## src/rtl/nvsram_pkg.sv

```systemverilog
package nvsram_pkg;

  typedef enum logic [1:0] {
    OP_READ  = 2'b00,
    OP_WRITE = 2'b01,
    OP_STORE = 2'b10,
    OP_NOP   = 2'b11
  } op_e;

  typedef enum logic [2:0] {
    S_IDLE,
    S_RD,
    S_WR,
    S_WR_HOLD,
    S_ST_NE,
    S_ST_INIT,
    S_ST_WAIT
  } state_e;

  typedef struct packed {
    logic e_n;
    logic w_n;
    logic g_n;
    logic ne_n;
    logic dq_oe;
  } strobe_t;

  // round up to whole cycles, never zero
  function automatic int unsigned ns2cyc(int unsigned t_ns, int unsigned clk_ns);
    int unsigned c;
    c = (t_ns + clk_ns - 1) / clk_ns;
    return (c == 0) ? 1 : c;
  endfunction

  function automatic int unsigned umax(int unsigned a, int unsigned b);
    return (a > b) ? a : b;
  endfunction

  function automatic strobe_t decode(state_e s);
    strobe_t r;
    r = '{e_n: 1'b1, w_n: 1'b1, g_n: 1'b1, ne_n: 1'b1, dq_oe: 1'b0};
    case (s)
      S_RD:      begin r.e_n = 1'b0; r.g_n = 1'b0; end
      S_WR:      begin r.e_n = 1'b0; r.w_n = 1'b0; r.dq_oe = 1'b1; end
      S_WR_HOLD: r.dq_oe = 1'b1;
      S_ST_NE:   begin r.e_n = 1'b0; r.ne_n = 1'b0; end
      S_ST_INIT: begin r.e_n = 1'b0; r.w_n = 1'b0; r.ne_n = 1'b0; end
      default:   ;
    endcase
    return r;
  endfunction

endpackage

```

## src/rtl/nvsram_timer.sv

```systemverilog
module nvsram_timer #(
  parameter int unsigned W = 8
) (
  input  logic         clk_i,
  input  logic         rst_ni,
  input  logic         load_i,
  input  logic [W-1:0] load_val_i,
  output logic         done_o
);

  logic [W-1:0] cnt_q;

  always_ff @(posedge clk_i or negedge rst_ni) begin
    if (!rst_ni)              cnt_q <= '0;
    else if (load_i)          cnt_q <= load_val_i;
    else if (cnt_q != '0)     cnt_q <= cnt_q - 1'b1;
  end

  assign done_o = (cnt_q == '0);

  // a loaded count never leaves done high on the next cycle unless it was zero
  timer_load_chk: assert property (@(posedge clk_i) disable iff (!rst_ni)
    (load_i && load_val_i != '0) |=> !done_o);

endmodule

```

## src/rtl/nvsram_fsm.sv

```systemverilog
module nvsram_fsm
  import nvsram_pkg::*;
#(
  parameter int unsigned AA_C    = 3,
  parameter int unsigned WRP_C   = 2,
  parameter int unsigned SINIT_C = 2,
  parameter int unsigned ST_C    = 1000,
  parameter int unsigned TW      = 10
) (
  input  logic       clk_i,
  input  logic       rst_ni,
  input  logic       valid_i,
  input  logic [1:0] op_i,
  output logic       ready_o,
  output logic       accept_o,
  output logic       rd_done_o,
  output strobe_t    strb_o
);

  state_e        state_q, state_d;
  logic          t_load, t_done;
  logic [TW-1:0] t_val;
  strobe_t       strb_q;

  assign ready_o  = (state_q == S_IDLE);
  assign accept_o = valid_i && ready_o;

  always_comb begin
    state_d   = state_q;
    rd_done_o = 1'b0;
    case (state_q)
      S_IDLE: if (valid_i) begin
        case (op_e'(op_i))
          OP_READ:  state_d = S_RD;
          OP_WRITE: state_d = S_WR;
          OP_STORE: state_d = S_ST_NE;
          default:  state_d = S_IDLE;
        endcase
      end
      S_RD:      if (t_done) begin state_d = S_IDLE; rd_done_o = 1'b1; end
      S_WR:      if (t_done) state_d = S_WR_HOLD;
      S_WR_HOLD: if (t_done) state_d = S_IDLE;
      S_ST_NE:   if (t_done) state_d = S_ST_INIT;
      S_ST_INIT: if (t_done) state_d = S_ST_WAIT;
      S_ST_WAIT: if (t_done) state_d = S_IDLE;
      default:   state_d = S_IDLE;
    endcase
  end

  assign t_load = (state_d != state_q);

  always_comb begin
    case (state_d)
      S_RD:      t_val = TW'(AA_C - 1);
      S_WR:      t_val = TW'(WRP_C - 1);
      S_ST_INIT: t_val = TW'(SINIT_C - 1);
      S_ST_WAIT: t_val = TW'(ST_C - 1);
      default:   t_val = '0;
    endcase
  end

  nvsram_timer #(.W(TW)) u_timer (
    .clk_i      (clk_i),
    .rst_ni     (rst_ni),
    .load_i     (t_load),
    .load_val_i (t_val),
    .done_o     (t_done)
  );

  always_ff @(posedge clk_i or negedge rst_ni) begin
    if (!rst_ni) begin
      state_q <= S_IDLE;
      strb_q  <= decode(S_IDLE);
    end else begin
      state_q <= state_d;
      strb_q  <= decode(state_d);
    end
  end

  assign strb_o = strb_q;


  busy_no_accept_chk: assert property (@(posedge clk_i) disable iff (!rst_ni)
    accept_o && op_i != 2'b11 |=> !ready_o);

endmodule

```

## src/rtl/nvsram_seq.sv

```systemverilog
module nvsram_seq
  import nvsram_pkg::*;
#(
  parameter int unsigned AW          = 11,
  parameter int unsigned DW          = 8,
  parameter int unsigned CLK_NS      = 10,
  parameter int unsigned T_AA_NS     = 25,
  parameter int unsigned T_WP_NS     = 20,
  parameter int unsigned T_DW_NS     = 10,
  parameter int unsigned T_SINIT_NS  = 20,
  parameter int unsigned T_STORE_NS  = 10000000
) (
  input  logic          clk_i,
  input  logic          rst_ni,
  input  logic          cmd_valid_i,
  output logic          cmd_ready_o,
  input  logic [1:0]    cmd_op_i,
  input  logic [AW-1:0] cmd_addr_i,
  input  logic [DW-1:0] cmd_wdata_i,
  output logic          rsp_valid_o,
  output logic [DW-1:0] rsp_rdata_o,
  output logic [AW-1:0] mem_addr_o,
  output logic [DW-1:0] mem_dq_o,
  output logic          mem_dq_oe_o,
  input  logic [DW-1:0] mem_dq_i,
  output logic          mem_e_no,
  output logic          mem_w_no,
  output logic          mem_g_no,
  output logic          mem_ne_no
);

  localparam int unsigned AA_C    = ns2cyc(T_AA_NS, CLK_NS);
  localparam int unsigned WRP_C   = umax(ns2cyc(T_WP_NS, CLK_NS), ns2cyc(T_DW_NS, CLK_NS));
  localparam int unsigned SINIT_C = ns2cyc(T_SINIT_NS, CLK_NS);
  localparam int unsigned ST_C    = ns2cyc(T_STORE_NS, CLK_NS);
  localparam int unsigned MAX_C   = umax(umax(AA_C, WRP_C), umax(SINIT_C, ST_C));
  localparam int unsigned TW      = $clog2(MAX_C + 1);

  logic          accept, rd_done;
  strobe_t       strb;
  logic [AW-1:0] addr_q;
  logic [DW-1:0] wdata_q, rdata_q;
  logic          rsp_q;

  nvsram_fsm #(
    .AA_C(AA_C), .WRP_C(WRP_C), .SINIT_C(SINIT_C), .ST_C(ST_C), .TW(TW)
  ) u_fsm (
    .clk_i     (clk_i),
    .rst_ni    (rst_ni),
    .valid_i   (cmd_valid_i),
    .op_i      (cmd_op_i),
    .ready_o   (cmd_ready_o),
    .accept_o  (accept),
    .rd_done_o (rd_done),
    .strb_o    (strb)
  );

  // command latch: only loads while idle, so strobes are high
  always_ff @(posedge clk_i or negedge rst_ni) begin
    if (!rst_ni) begin
      addr_q  <= '0;
      wdata_q <= '0;
    end else if (accept) begin
      addr_q  <= cmd_addr_i;
      wdata_q <= cmd_wdata_i;
    end
  end

  always_ff @(posedge clk_i or negedge rst_ni) begin
    if (!rst_ni) begin
      rdata_q <= '0;
      rsp_q   <= 1'b0;
    end else begin
      rsp_q <= rd_done;
      if (rd_done) rdata_q <= mem_dq_i;
    end
  end

  assign mem_addr_o  = addr_q;
  assign mem_dq_o    = wdata_q;
  assign mem_dq_oe_o = strb.dq_oe;
  assign mem_e_no    = strb.e_n;
  assign mem_w_no    = strb.w_n;
  assign mem_g_no    = strb.g_n;
  assign mem_ne_no   = strb.ne_n;
  assign rsp_valid_o = rsp_q;
  assign rsp_rdata_o = rdata_q;


  rsp_after_read_chk: assert property (@(posedge clk_i) disable iff (!rst_ni)
    rsp_valid_o |-> $past(!mem_g_no) && $past(!mem_e_no));


  addr_stable_chk: assert property (@(posedge clk_i) disable iff (!rst_ni)
    !$stable(mem_addr_o) |-> $past(mem_e_no) && $past(mem_w_no));


  wdata_stable_chk: assert property (@(posedge clk_i) disable iff (!rst_ni)
    (!mem_w_no && $past(!mem_w_no)) |-> $stable(mem_dq_o));


  drive_g_high_chk: assert property (@(posedge clk_i) disable iff (!rst_ni)
    mem_dq_oe_o |-> mem_g_no && (!mem_w_no || $past(!mem_w_no)));


  read_ne_high_chk: assert property (@(posedge clk_i) disable iff (!rst_ni)
    !mem_g_no |-> mem_ne_no && mem_w_no);


  ne_first_chk: assert property (@(posedge clk_i) disable iff (!rst_ni)
    ($fell(mem_w_no) && !mem_ne_no) |-> $past(!mem_ne_no) && mem_g_no);


  store_busy_chk: assert property (@(posedge clk_i) disable iff (!rst_ni)
    ($rose(mem_w_no) && $past(!mem_ne_no)) |-> !cmd_ready_o && mem_ne_no);

endmodule

```

## config.mk

```make
export PLATFORM = sky130hd
export DESIGN_NAME = nvsram_seq
export DESIGN_NICKNAME = d
export VERILOG_FILES = /design/src/rtl/nvsram_pkg.sv /design/src/rtl/nvsram_timer.sv /design/src/rtl/nvsram_fsm.sv /design/src/rtl/nvsram_seq.sv
export SDC_FILE = /design/constraint.sdc
export NUM_CORES = 1
export LEC_CHECK = 0
export BUFFER_PORTS_ARGS = -buffer_cell sky130_fd_sc_hd__buf_2
export CAP_MARGIN = 20
export CORE_ASPECT_RATIO = 1.4
export CORE_MARGIN = 5
export CORE_UTILIZATION = 50
export DETAILED_ROUTE_END_ITERATION = 16
export PLACE_DENSITY = 0.77
export SYNTH_ARGS = -nofsm -noshare
export SYNTH_HDL_FRONTEND = slang
export SYNTH_SLANG_ARGS = --single-unit
```

## constraint.sdc

```tcl
create_clock -name clk_i -period 5 [get_ports clk_i]
set_input_delay 1 -clock clk_i [delete_from_list [all_inputs] [get_ports clk_i]]
set_output_delay 1 -clock clk_i [all_outputs]
set_load 0.02 [all_outputs]
```

==> run_results.csv <==
group,metric,value,unit
timing,setup-tns-final,0,ns
power_and_ir_drop,p_sw,0.6132,mW
placement,dpl.hpwl,3.777,mm
power_and_ir_drop,powerDensity,536.9,mW/mm^2
finish,final_common_cell,"buf_2",
timing,drv_slew,0,
setup_path,path_max_fanout,10,
route,drt-pass1-iter-count,4,
clock_network,cts_buffers,5,
placement,io_buffers,65,
global_routing,overflow,0,
synthesis,synthArstFlopShare,100.0,%
power_and_ir_drop,p_leak,1.444,nW
power_and_ir_drop,switching_share,36.74,%
timing,skew,0.006823,ns
timing,rsz0062_at_grt,"no",
clock_network,htreeDepth,2,
min_path,hp-class,"reg -> reg",
synthesis,synthTopCellsByArea,"dfrtp_1 50%, mux2_2 8.2%, mux2_4 4.6%",
synthesis,ys_types,43,
clock_network,clk_pin_slew_worst_paths,0.09,ns
finish,final_cells,350,
global_routing,grt_pass1_vias,1866,
power_and_ir_drop,pwr-share-comb,36.6,%
setup_path,r2r_start,"u_fsm.u_timer.cnt_q[0]",
route,vias,1843,
synthesis,ys.flop_type,"dfrtp_1",
floorplanning,rows,31,
setup_path,cp.arrival,3.87,ns
placement,dp.cells,342,
timing,finalCriticalPeriod,3.651,ns
finish,layout-drive-gt1-share,41.90,%
timing,tightest_slew,0.6526,ns
synthesis,synthCells,215,
power_and_ir_drop,ir_worst_vdd,0.2104,mV
clock_network,clkLatencyLatePin,0.31,ns
global_routing,grt_max_degree,57,
outcome,status,"completed",
placement,place_congestion,0.8784,
power_and_ir_drop,power_frac_seq,45.1,%
floorplanning,dieArea,0.006766,sq mm
synthesis,synth_top_area_share,50.02,%
route,drc,0,
synthesis,ys_warn_count,0,
floorplanning,die_h,95.35,um
synthesis,avgSynthCellArea,12.10,sq um
clock_network,postCtsHoldBufs,0,
timing,worst_slew_margin_rel,56.49,%
floorplanning,coreArea,0.005120,sq mm
setup_path,worstSetupStartpointType,"flip-flop",
global_routing,grt_use_total,15.90,%
floorplanning,io_pins,66,
setup_path,rrSetupSlack,1.35,ns
power_and_ir_drop,p_int,1.056,mW
setup_path,slowest_stage,"or4_1",
clock_network,clock_sinks,56,
power_and_ir_drop,p_clk_share,18.3,%
route,vias_per_cell,5.266,
power_and_ir_drop,power,1.669,mW
clock_network,cts_tree,"done",
clock_network,cts-root-buf,"clkbuf_8",
route,drt_iter0_drc,65,
setup_path,end_kind,"flip-flop",
min_path,worstHoldStart,"mem_addr_o[5]",
synthesis,synth_area,0.002601,sq mm
floorplanning,die_w,70.96,um
global_routing,antenna_found_initial,0,
finish,utilization,60.73,%
global_routing,grt_pass1_wl,8.625,mm
timing,hold_violations,0,
floorplanning,initial_core_util,50.81,%
synthesis,synthesis.nets,252,
clock_network,post_cts_buffers,0,
timing,setup_viol,0,
route,postRouteAntennaNets,0,
synthesis,ys_seq_area_share,54.06,%
synthesis,synth_edf_count,0,
clock_network,ctsResizeCount,0,
finish,diodes,0,
setup_path,cp-startpoint,"u_fsm.u_timer.cnt_q[0]",
finish,fin_nets,320,
setup_path,max_stage_delay,0.62,ns
clock_network,clockBufferDepth,2,
route,wirelength,5.041,mm
timing,final.period_utilization,73.02,%
setup_path,critical_path_required,5.22,ns
finish,layout_common_cells,"65 x buf_2, 52 x dfrtp_1, 19 x mux2_2",
run,cap_violations,0,
setup_path,crit_chain,"inv_1 > ha_1 > or4b_4 > or4_1 > nor4_4 > a21oi_1 > o32a_1 > ha_1 > nand4_2 > o21ai_0",
finish,syn2layout_area_growth,19.53,%
setup_path,criticalPathCategory,"reg -> reg",
synthesis,ys_seq_elements,56,
timing,fmax,273.9,MHz
route,wl_per_cell,14.40,um
synthesis,yosysTopAreaCell,"dfrtp_1",
setup_path,cp_common_cell,"ha_1",
==> final timing paths <==
path | end | cells past startpoint
setup / recovery | u_fsm.u_timer.cnt_q[4] | 10
min in group asynchronous | rsp_rdata_o[5] | 2
hold reg to reg | mem_addr_o[5] | 1
hold / removal | mem_addr_o[5] | 1
setup reg to reg | u_fsm.u_timer.cnt_q[4] | 10
max in group asynchronous | u_fsm.u_timer.cnt_q[1] | 2
==> power groups by stage <==
| stage | combinational, mW | clock [mW] | sequential, mW |
|---|---|---|---|
| 6_report | 0.612 | 0.305 | 0.753 |
| 5_1_grt | 0.681 | 0.332 | 0.776 |
| 4_1_cts | 0.621 | 0.311 | 0.753 |
| 3_5_place_dp | 0.616 | 0 | 0.758 |
| 3_3_place_gp | 0.600 | 0 | 0.751 |
| 2_1_floorplan | 0.320 | 0 | 0.859 |
==> cell usage after synthesis (all sizes together) (2+ instances only) <==
| cell type | instances |
|---|---|
| o41ai | 2 |
| dfstp | 4 |
| xor2 | 4 |
| nor2 | 17 |
| buf | 2 |
| and2 | 2 |
| nor3 | 8 |
| xnor2 | 12 |
| mux2 | 27 |
| nand3b | 2 |
| nand2 | 9 |
| or4 | 2 |
| nor4 | 7 |
| a31oi | 2 |
| o21ai | 14 |
| nand3 | 2 |
| ha | 5 |
| clkbuf | 5 |
| nand4 | 2 |
| or3 | 4 |
| inv | 10 |
| nand2b | 2 |
| dfrtp | 52 |
| a21oi | 8 |
==> area by class of cell <==
class | count | area [sq um]
timing repair buffer | 68 | 347.8
tap | 66 | 82.58
clock buffer | 6 | 82.58
multi-input combinational | 142 | 1114
inverter | 10 | 37.54
clock inverter | 2 | 38.79
sequential | 56 | 1406
fill | 410 | 2011
==> state kept, by name (all words and copies together), names as in the netlist <==
register	count
u_fsm.u_timer.cnt_q	20
mem_addr_o	11
mem_dq_o	8
rsp_rdata_o	8
u_fsm.strb_o	5
u_fsm.state_q	3
rsp_valid_o	1
==> stage by stage <==
step | hold slack [ns] | area, sq um | setup slack (ns)
after floorplan | 0.5035 | 2601 | 1.849
after global placement | 0.4845 | 2988 | 1.549
after detailed placement | 0.4896 | 2988 | 1.425
after CTS | 0.5107 | 3109 | 1.334
after global routing | 0.5272 | 3109 | 1.147
final | 0.5074 | 3109 | 1.349
==> worst max-delay path: cells and delay by family (launching register included) <==
family | cells | cell delay [ns]
compound gates | 3 | 0.71
fa+ha+maj | 2 | 0.53
buf+inv | 1 | 0.09
flops | 1 | 0.39
simple gates | 4 | 1.82
==> layer usage <==
metal | share of wire [%] | global-route usage (%) | up-vias
met1 | 41 | 18.96 | 873
met4 | 2.0 | 6.426 | 0
met3 | 7.7 | 3.586 | 10
li1 | - | - | 895
met5 | 0 | 0 | -
met2 | 49 | 27.71 | 65
==> cell families after synthesis <==
kind of cell | share of synthesized area, %
buf+inv | 3.367
flops | 54.06
compound gates | 8.226
fa+ha+maj | 2.405
mux | 12.84
xor+xnor | 5.387
simple gates | 13.71
Power figures use the tool's default switching activity.
